===== src/rtl/sref_pkg.sv =====
package sref_pkg;
    localparam int unsigned QL_W = 4;
    typedef logic [QL_W-1:0] ql_t;
    localparam ql_t QL_DNU = '1;
    localparam int SRC_EXT   = 0;
    localparam int SRC_OSC   = 1;
    localparam int SRC_PORT0 = 2;
endpackage


===== src/rtl/sref_qualify.sv =====
module sref_qualify
    import sref_pkg::*;
#(
    parameter int unsigned N_SRC = 6
) (
    input  logic [N_SRC*QL_W-1:0] src_ql,
    input  logic [N_SRC-1:0]      src_fail,
    output logic [N_SRC-1:0]      src_elig
);
    for (genvar g = 0; g < N_SRC; g++) begin : g_src
        if (g == SRC_OSC) begin : g_osc
            // free-running oscillator: usable whatever it advertises
            assign src_elig[g] = ~src_fail[g];
        end else begin : g_line
            // a do-not-use code from upstream marks a loop path
            assign src_elig[g] = ~src_fail[g] && (src_ql[g*QL_W +: QL_W] != QL_DNU);
        end
    end
endmodule


===== src/rtl/sref_rank.sv =====
module sref_rank
    import sref_pkg::*;
#(
    parameter int unsigned N_SRC  = 6,
    parameter int unsigned PRIO_W = 3,
    parameter int unsigned IDX_W  = 3
) (
    input  logic [N_SRC*QL_W-1:0]   src_ql,
    input  logic [N_SRC-1:0]        src_elig,
    input  logic [N_SRC*PRIO_W-1:0] src_prio,
    output logic [IDX_W-1:0]        best_idx
);
    always_comb begin
        ql_t               top_ql;
        logic [PRIO_W-1:0] top_pr;
        logic              found;
        best_idx = IDX_W'(SRC_OSC);
        top_ql   = QL_DNU;
        top_pr   = '1;
        found    = 1'b0;
        // ascending scan with strict compares keeps the lowest index on ties
        for (int i = 0; i < int'(N_SRC); i++) begin
            if (i != SRC_OSC && src_elig[i]) begin
                if (!found
                    || (src_ql[i*QL_W +: QL_W] < top_ql)
                    || ((src_ql[i*QL_W +: QL_W] == top_ql)
                        && (src_prio[i*PRIO_W +: PRIO_W] < top_pr))) begin
                    best_idx = IDX_W'(i);
                    top_ql   = src_ql[i*QL_W +: QL_W];
                    top_pr   = src_prio[i*PRIO_W +: PRIO_W];
                    found    = 1'b1;
                end
            end
        end
    end
endmodule


===== src/rtl/sref_switch.sv =====
module sref_switch
    import sref_pkg::*;
#(
    parameter int unsigned N_SRC  = 6,
    parameter int unsigned IDX_W  = 3,
    parameter int unsigned HOLD_W = 8
) (
    input  logic              clk,
    input  logic              rst_n,
    input  logic              tick,
    input  logic [HOLD_W-1:0] hold_ticks,
    input  logic [IDX_W-1:0]  best_idx,
    input  logic [N_SRC-1:0]  src_elig,
    output logic [IDX_W-1:0]  sel_q_o,
    output logic [IDX_W-1:0]  sel_d_o
);
    localparam int unsigned SPAN = 1 << IDX_W;

    typedef struct packed {
        logic [IDX_W-1:0]  sel;
        logic [IDX_W-1:0]  pend;
        logic [HOLD_W-1:0] cnt;
    } sw_t;

    sw_t               st_d, st_q;
    logic [SPAN-1:0]   elig_ext;
    logic              cur_ok;
    logic [HOLD_W-1:0] cnt_n;

    assign elig_ext = SPAN'(src_elig);
    assign cur_ok   = elig_ext[st_q.sel];

    always_comb begin
        st_d  = st_q;
        cnt_n = '0;
        if (best_idx == st_q.sel) begin
            st_d.pend = st_q.sel;
            st_d.cnt  = '0;
        end else if (!cur_ok) begin
            // lost reference: take the best at once
            st_d.sel  = best_idx;
            st_d.pend = best_idx;
            st_d.cnt  = '0;
        end else begin
            if (best_idx == st_q.pend) begin
                cnt_n = (tick && st_q.cnt != '1) ? st_q.cnt + HOLD_W'(1) : st_q.cnt;
            end
            if (cnt_n >= hold_ticks) begin
                st_d.sel  = best_idx;
                st_d.pend = best_idx;
                st_d.cnt  = '0;
            end else begin
                st_d.pend = best_idx;
                st_d.cnt  = cnt_n;
            end
        end
    end

    always_ff @(posedge clk or negedge rst_n) begin
        if (!rst_n) begin
            st_q.sel  <= IDX_W'(SRC_OSC);
            st_q.pend <= IDX_W'(SRC_OSC);
            st_q.cnt  <= '0;
        end else begin
            st_q <= st_d;
        end
    end

    assign sel_q_o = st_q.sel;
    assign sel_d_o = st_d.sel;

    AST_FAILOVER_NEXT_EDGE: assert property (@(posedge clk) disable iff (!rst_n)
        !cur_ok |=> (st_q.sel != $past(st_q.sel)));

    AST_FRESH_BEST_WAITS: assert property (@(posedge clk) disable iff (!rst_n)
        (cur_ok && best_idx != st_q.sel && best_idx != st_q.pend && hold_ticks != '0)
        |=> $stable(st_q.sel));

    AST_NEW_SEL_ELIGIBLE: assert property (@(posedge clk) disable iff (!rst_n)
        (st_d.sel != st_q.sel) |-> elig_ext[st_d.sel]);
endmodule


===== src/rtl/sref_advert.sv =====
module sref_advert
    import sref_pkg::*;
#(
    parameter int unsigned N_PORTS = 4,
    parameter int unsigned N_SRC   = 6,
    parameter int unsigned IDX_W   = 3
) (
    input  logic                    clk,
    input  logic                    rst_n,
    input  logic [IDX_W-1:0]        sel_d,
    input  logic [IDX_W-1:0]        sel_q,
    input  logic [N_SRC*QL_W-1:0]   src_ql,
    output logic [QL_W-1:0]         sys_ql,
    output logic [N_PORTS*QL_W-1:0] port_adv_ql
);
    typedef struct packed {
        ql_t                     sys;
        logic [N_PORTS*QL_W-1:0] adv;
    } adv_t;

    adv_t adv_d, adv_q;

    always_comb begin
        adv_d.sys = QL_DNU;
        for (int i = 0; i < int'(N_SRC); i++) begin
            if (sel_d == IDX_W'(i)) adv_d.sys = src_ql[i*QL_W +: QL_W];
        end
        for (int p = 0; p < int'(N_PORTS); p++) begin
            // toward the port feeding the reference, forbid use
            adv_d.adv[p*QL_W +: QL_W] =
                (sel_d == IDX_W'(SRC_PORT0 + p)) ? QL_DNU : adv_d.sys;
        end
    end

    always_ff @(posedge clk or negedge rst_n) begin
        if (!rst_n) begin
            adv_q.sys <= QL_DNU;
            adv_q.adv <= '1;
        end else begin
            adv_q <= adv_d;
        end
    end

    assign sys_ql      = adv_q.sys;
    assign port_adv_ql = adv_q.adv;

    for (genvar p = 0; p < N_PORTS; p++) begin : g_loopchk
        AST_NO_LOOP_ADV: assert property (@(posedge clk) disable iff (!rst_n)
            (sel_q == IDX_W'(SRC_PORT0 + p)) |-> (adv_q.adv[p*QL_W +: QL_W] == QL_DNU));
    end
endmodule


===== src/rtl/sync_ref_selector.sv =====
module sync_ref_selector
    import sref_pkg::*;
#(
    parameter int unsigned N_PORTS = 4,
    parameter int unsigned PRIO_W  = 3,
    parameter int unsigned HOLD_W  = 8,
    localparam int unsigned N_SRC  = N_PORTS + 2,
    localparam int unsigned IDX_W  = $clog2(N_SRC)
) (
    input  logic                      clk,
    input  logic                      rst_n,
    input  logic                      tick,
    input  logic [HOLD_W-1:0]         hold_ticks,
    input  logic [QL_W-1:0]           ext_ql,
    input  logic                      ext_fail,
    input  logic [PRIO_W-1:0]         ext_prio,
    input  logic [QL_W-1:0]           osc_ql,
    input  logic [N_PORTS*QL_W-1:0]   port_ql,
    input  logic [N_PORTS-1:0]        port_fail,
    input  logic [N_PORTS*PRIO_W-1:0] port_prio,
    output logic [IDX_W-1:0]          sel_idx,
    output logic [N_SRC-1:0]          sel_onehot,
    output logic [QL_W-1:0]           sys_ql,
    output logic [N_PORTS*QL_W-1:0]   port_adv_ql
);
    logic [N_SRC*QL_W-1:0]   src_ql;
    logic [N_SRC-1:0]        src_fail;
    logic [N_SRC*PRIO_W-1:0] src_prio;
    logic [N_SRC-1:0]        src_elig;
    logic [IDX_W-1:0]        best_idx;
    logic [IDX_W-1:0]        sel_q;
    logic [IDX_W-1:0]        sel_d;

    // index order: external, oscillator, then ports
    assign src_ql   = {port_ql, osc_ql, ext_ql};
    assign src_fail = {port_fail, 1'b0, ext_fail};
    assign src_prio = {port_prio, PRIO_W'(0), ext_prio};

    sref_qualify #(.N_SRC(N_SRC)) u_qualify (
        .src_ql   (src_ql),
        .src_fail (src_fail),
        .src_elig (src_elig)
    );

    sref_rank #(.N_SRC(N_SRC), .PRIO_W(PRIO_W), .IDX_W(IDX_W)) u_rank (
        .src_ql   (src_ql),
        .src_elig (src_elig),
        .src_prio (src_prio),
        .best_idx (best_idx)
    );

    sref_switch #(.N_SRC(N_SRC), .IDX_W(IDX_W), .HOLD_W(HOLD_W)) u_switch (
        .clk        (clk),
        .rst_n      (rst_n),
        .tick       (tick),
        .hold_ticks (hold_ticks),
        .best_idx   (best_idx),
        .src_elig   (src_elig),
        .sel_q_o    (sel_q),
        .sel_d_o    (sel_d)
    );

    sref_advert #(.N_PORTS(N_PORTS), .N_SRC(N_SRC), .IDX_W(IDX_W)) u_advert (
        .clk         (clk),
        .rst_n       (rst_n),
        .sel_d       (sel_d),
        .sel_q       (sel_q),
        .src_ql      (src_ql),
        .sys_ql      (sys_ql),
        .port_adv_ql (port_adv_ql)
    );

    assign sel_idx = sel_q;
    for (genvar g = 0; g < N_SRC; g++) begin : g_onehot
        assign sel_onehot[g] = (sel_q == IDX_W'(g));
    end
endmodule


===== config.mk =====
export PLATFORM = sky130hd
export DESIGN_NAME = sync_ref_selector
export DESIGN_NICKNAME = d
export VERILOG_FILES = /design/src/rtl/sref_pkg.sv /design/src/rtl/sref_qualify.sv /design/src/rtl/sref_rank.sv /design/src/rtl/sref_switch.sv /design/src/rtl/sref_advert.sv /design/src/rtl/sync_ref_selector.sv
export SDC_FILE = /design/constraint.sdc
export NUM_CORES = 1
export LEC_CHECK = 0
export CAP_MARGIN = 5
export CORE_ASPECT_RATIO = 0.5
export CORE_MARGIN = 5
export CORE_UTILIZATION = 50
export CTS_CLUSTER_SIZE = 8
export DETAILED_ROUTE_END_ITERATION = 16
export PLACE_DENSITY = 0.9
export SKIP_LAST_GASP = 1
export SLEW_MARGIN = 25
export SYNTH_ARGS = -nofsm -noshare
export SYNTH_HDL_FRONTEND = slang
export SYNTH_SLANG_ARGS = --single-unit

===== constraint.sdc =====
create_clock -name clk -period 4.3 [get_ports clk]
set_input_delay 0.86 -clock clk [delete_from_list [all_inputs] [get_ports clk]]
set_output_delay 0.86 -clock clk [all_outputs]
set_load 0.02 [all_outputs]

==> results.yml, run 1 <==
run_status:
  outcome: "aborted with a tool error"
  haltStage: "5_1_grt"
  error: "[ERROR GRT-0232] Routing congestion too high. Check the congestion heatmap in the GUI."
sta:
  worst_endpoint: "u_advert.port_adv_ql[4]$_DFF_PN1_/D"
  worstEndpointType: "register data pin"
clock_network:
  cts_inserted_buffers: 5
  cts-root-buf: "clkbuf_16"
  cts.sinks: 34
  cts_hold_buf: 0
  cts_buffer_depth: 2
  cts_max_level: 2
logic_synthesis:
  async_flop_share: 1.000
  yosysSeqAreaShare: 0.2650
  syn_area_um2: 3314
  yosys_warnings: 0
  syn_inst: 374
  synth.net_count: 458
  synth-edff-count: 0
  ys.flop_type: "dfstp_2"
  ys_types: 72
  syn_avg_cell_area_um2: 8.862
  ys_ff_latch: 34
placement:
  dpl.cell_count: 638
  dpl_worst_slack_ns: -6.032
  portBuffers: 83
  place_congestion: 0.9081
  hpwl_um: 9746
  placed_cell_area_um2: 5130
die:
  pin_count: 84
  initial_core_util: 0.5046
  die_w_um: 125.1
  rows: 21
  die_y_um: 67.57
global_routing:
  overflow: 81
  groute.usage.overall: 0.6916
  grt_max_degree: 35
  antenna_found_initial: 1
[synthesized netlist by cell type (3+ instances only)]
master | count | area (um^2)
a21oi_1 | 17 | 85.08
dfstp_2 | 22 | 578.1
and3_1 | 4 | 25.02
o221ai_1 | 3 | 26.28
clkbuf_1 | 5 | 18.77
mux2i_1 | 23 | 230.2
xnor2_1 | 5 | 43.79
inv_1 | 24 | 90.09
nor3b_1 | 4 | 30.03
nand3_1 | 5 | 25.02
ha_1 | 29 | 362.9
buf_2 | 5 | 25.02
o21ai_1 | 3 | 15.01
nor3_1 | 6 | 30.03
o21a_1 | 11 | 82.58
nor2b_1 | 10 | 62.56
dfrtp_1 | 12 | 300.3
nand2b_1 | 8 | 50.05
nor4_1 | 7 | 43.79
a21boi_0 | 4 | 30.03
o21ai_0 | 20 | 100.1
nand4_1 | 3 | 18.77
o21bai_1 | 4 | 30.03
or3_1 | 5 | 31.28
a2bb2oi_1 | 4 | 35.03
xor2_1 | 4 | 35.03
a41oi_1 | 4 | 35.03
nand2_1 | 20 | 75.07
nor2_1 | 32 | 120.1
mux2_2 | 3 | 33.78
o22ai_1 | 4 | 25.02
buf_4 | 6 | 45.04
a21o_1 | 6 | 45.04
[logic make-up after synthesis]
| logic type | share of synthesized area |
|---|---|
| adders and majority gates | 0.1125 |
| xor gates and xnor gates | 0.02378 |
| muxes | 0.09097 |
| DFF | 0.2650 |
| AOI/OAI and AO/OA | 0.2658 |
| and+or+nand+nor | 0.1835 |
| buffers and inverters | 0.05851 |
[routing by layer]
metal / overflow / global-route usage
met1: 0 / 0.6762
met2: 47 / 0.9205
met3: 1 / 0.4724
met4: 33 / 0.7905
met5: 0 / 0.07059
[stage by stage]
step | hold WS [ns] | util | TNS [ns]
after floorplan | 0.5620 | - | -147.91
after global placement | 0.6641 | 0.7810 | -169.27
after detailed placement | 0.6662 | 0.7810 | -186.43
after CTS | 0.7027 | 0.9015 | -151.19
[what timing repair did]
action                     4_1_cts
pin swaps                       45
setup buffers                   32
setup endpoints to repair       34
resized for setup              119
cloned                           1
==> inputs of run 2 (changes only) <==
Settings changed: CORE_ASPECT_RATIO 0.5 to unset, CORE_UTILIZATION 50 to 40, CTS_CLUSTER_SIZE 8 to unset, PLACE_DENSITY 0.9 to unset, PLACE_DENSITY_LB_ADDON set to 0.15.
==> run 2 against run 1 <==
Effect of this change:
- the flow now finishes, with violations (negative setup slack)
- synthesized area unchanged
- synthesized cell count stayed put
==> results.yml, run 2 <==
pwr:
  pwr_density_cell_nw_per_um2: 511.2
  total_power_w: 0.003063
  p_leak_nw: 2.615
  peakVddDrop_mv: 0.2621
logic_synthesis:
  yosys_warnings: 0
  ys_top_cells_by_count: "32 x nor2_1, 29 x ha_1, 24 x inv_1"
  synth_most_common_cell: "nor2_1"
  async_flop_share: 1.000
  ys.flop_type: "dfstp_2"
  synth-edff-count: 0
  syn_avg_cell_area_um2: 8.862
  yosysSeqAreaShare: 0.2650
  ys_ff_latch: 34
  synth_xor_area_frac: 0.02378
  yosysTopAreaCell: "dfstp_2"
  syn_area_um2: 3314
  ys_types: 72
  synth_simple_gate_area_frac: 0.1835
  synthMuxAreaShare: 0.09098
  synth-adder-area-share: 0.1125
  syn_inst: 374
  synth_top_family_by_area: "compound AO/OA/AOI/OAI gates"
  synth.net_count: 458
  synth.area.top_cells: "dfstp_2 17%, ha_1 11%, dfrtp_1 9.1%, mux2i_1 6.9%, nor2_1 3.6%"
  synth_compound_gate_area_share: 0.2658
  synth_top_area_share: 0.1744
worst_setup_path:
  end_kind: "flip-flop"
  path_class: "input port to flip-flop"
  cp.required_ns: 4.51
  cp-start-kind: "input port"
  crit_start: "ext_ql[2]"
  cp_slowest_cell: "mux4_2"
  r2r_slack_ns: 0.26
  slowest_delay_ns: 0.48
  timing.rr.end: "u_advert.port_adv_ql[4]"
  r2r_cells: 16
  worstPathArrival_ns: 9.37
  rr_startpoint: "u_switch.st_q[2]"
  cp_max_fo: 6
  endpoint: "u_advert.port_adv_ql[4]"
sta:
  period_needed_ns: 9.156
  worst_slack_ns: -4.856
  fin_skew_ns: 0.008663
  rsz0062_at_grt: "true"
  finalSetupViolCount: 34
  slew_violations: 0
  whs_ns: 0.6641
  fin_crit_sh: 2.129
  worst_pin_slew_ns: 0.5229
  maxSlewHeadroom: 0.6489
  hold_viol: 0
  fmax_mhz: 109.2
finish:
  design_area_um2: 5992
  final_nets: 666
  syn_to_final_growth_pct: 80.79
  layout_common_cells: "125 x buf_4, 73 x clkdlybuf4s50_1, 22 x inv_1, 22 x dfstp_2, 21 x nor2_1"
  largest_reg_flops: 16
  antenna_cells: 0
  layout_commonest_cell: "buf_4"
  final_layout_size_suffix_gt1_frac: 0.4786
  fin_util: 0.7367
global_routing:
  antenna_found_initial: 0
  overflow: 0
  groute.usage.overall: 0.2188
  grt_max_degree: 35
  grt_pass1_wl_um: 17910
  grt_pass1_vias: 3801
die:
  die_y_um: 101.0
  die_w_um: 101.0
  initial_core_util: 0.4075
  rows: 33
  core_area_um2: 8134
  die-area_um2: 10210
  pin_count: 84
routing:
  top_layer: "met4"
  via_per_inst: 5.485
  drt-met1-wl_um: 4859
  met2WireLength_um: 6456
  wl_per_cell_um: 17.77
  antenna_left: 0
  vias: 3774
  dr.pass1.iters: 4
  first_iter_violations: 154
  drcViolationCount: 0
  wl_met3_um: 565
  routed_wl_um: 12230
run_status:
  violations: "negative setup slack"
  outcome: "finished with violations"
clock_network:
  cts_buffer_depth: 2
  cts_tree: "done"
  cts_hold_buf: 0
  cts_max_level: 2
  cts.reportedPaths.clkPinSlew_ns: 0.08
  clk_latency_ns: 0.29
  cts-root-buf: "clkbuf_8"
  cts_inserted_buffers: 5
  cts.sinks: 34
job:
  cap_viol_max_count: 0
hold_path:
  hold_class: "flip-flop to flip-flop"
placement:
  place_congestion: 0.9069
  placed_cell_area_um2: 5171
  hpwl_um: 8933
  portBuffers: 83
==> run 2: routing by layer <==
metal,vias to the layer above,global-route usage
li1,1811,-
met1,1815,0.2601
met2,119,0.4041
met3,29,0.01869
met4,0,0.08487
met5,-,0
==> run 2: logic make-up after synthesis <==
logic type	count (synthesis)
XOR/XNOR	9
adder cells (fa/ha/maj)	30
AO/OA/AOI/OAI	115
multiplexers	28
flip-flops	34
AND/OR/NAND/NOR	116
buffers and inverters	42
==> run 2: area by class of cell <==
| type | instances | area [um^2] |
|---|---|---|
| Clock buffer | 6 | 93.84 |
| Sequential cell | 34 | 878.3 |
| Multi-Input combinational cell | 298 | 2858 |
| Fill cell | 564 | 2142 |
| Tap cell | 105 | 131.4 |
| Timing Repair Buffer | 218 | 1898 |
| Inverter | 25 | 93.84 |
| Clock inverter | 2 | 38.79 |
==> run 2: how the worst min path moves through the flow <==
stage | start | endpoint | slack, ns | cells after the start
3_5_place_dp | u_switch.st_q[6] | u_switch.st_q[6] | 0.59 | 2
6_report | u_switch.st_q[7] | u_switch.st_q[7] | 0.66 | 2
3_3_place_gp | u_switch.st_q[6] | u_switch.st_q[6] | 0.61 | 2
4_1_cts | u_switch.st_q[6] | u_switch.st_q[6] | 0.61 | 2
2_1_floorplan | rst_n | u_switch.sel_q_o[1] | 0.56 | 0
5_1_grt | u_switch.st_q[7] | u_switch.st_q[7] | 0.68 | 2
==> run 2: repair_timing <==
action                     CTS  global route
pin swaps                   38            35
gates resized for setup     78            62
setup endpoints to repair   34            34
hold endpoints to repair     0             0
gates cloned                 0             0
setup buffers               15             9
==> run 2: critical path, delay by kind of cell <==
kind	cells	cell delay [ns]
AND/OR/NAND/NOR	9	1.72
multiplexers	2	0.77
buffers and inverters	8	0.91
AO/OA/AOI/OAI	23	3.95
adder cells (fa/ha/maj)	5	1.16
==> run 2: where the power goes <==
group / leakage, nW / internal (W) / switching, W / total (W)
registers: 0.391 / 0.000514 / 0.0000720 / 0.000586
logic: 2.16 / 0.00111 / 0.00103 / 0.00214
clock network: 0.0665 / 0.000209 / 0.000128 / 0.000337
==> run 2: through the flow <==
stage / TNS, ns / setup WS (ns) / instances
2_1_floorplan: -147.91 / -4.904 / 374
3_3_place_gp: -167.82 / -5.429 / 656
3_5_place_dp: -175.03 / -5.627 / 656
4_1_cts: -144.76 / -4.734 / 679
5_1_grt: -162.31 / -5.259 / 688
6_report: -148.88 / -4.856 / 688
Power figures use the tool's default switching activity.
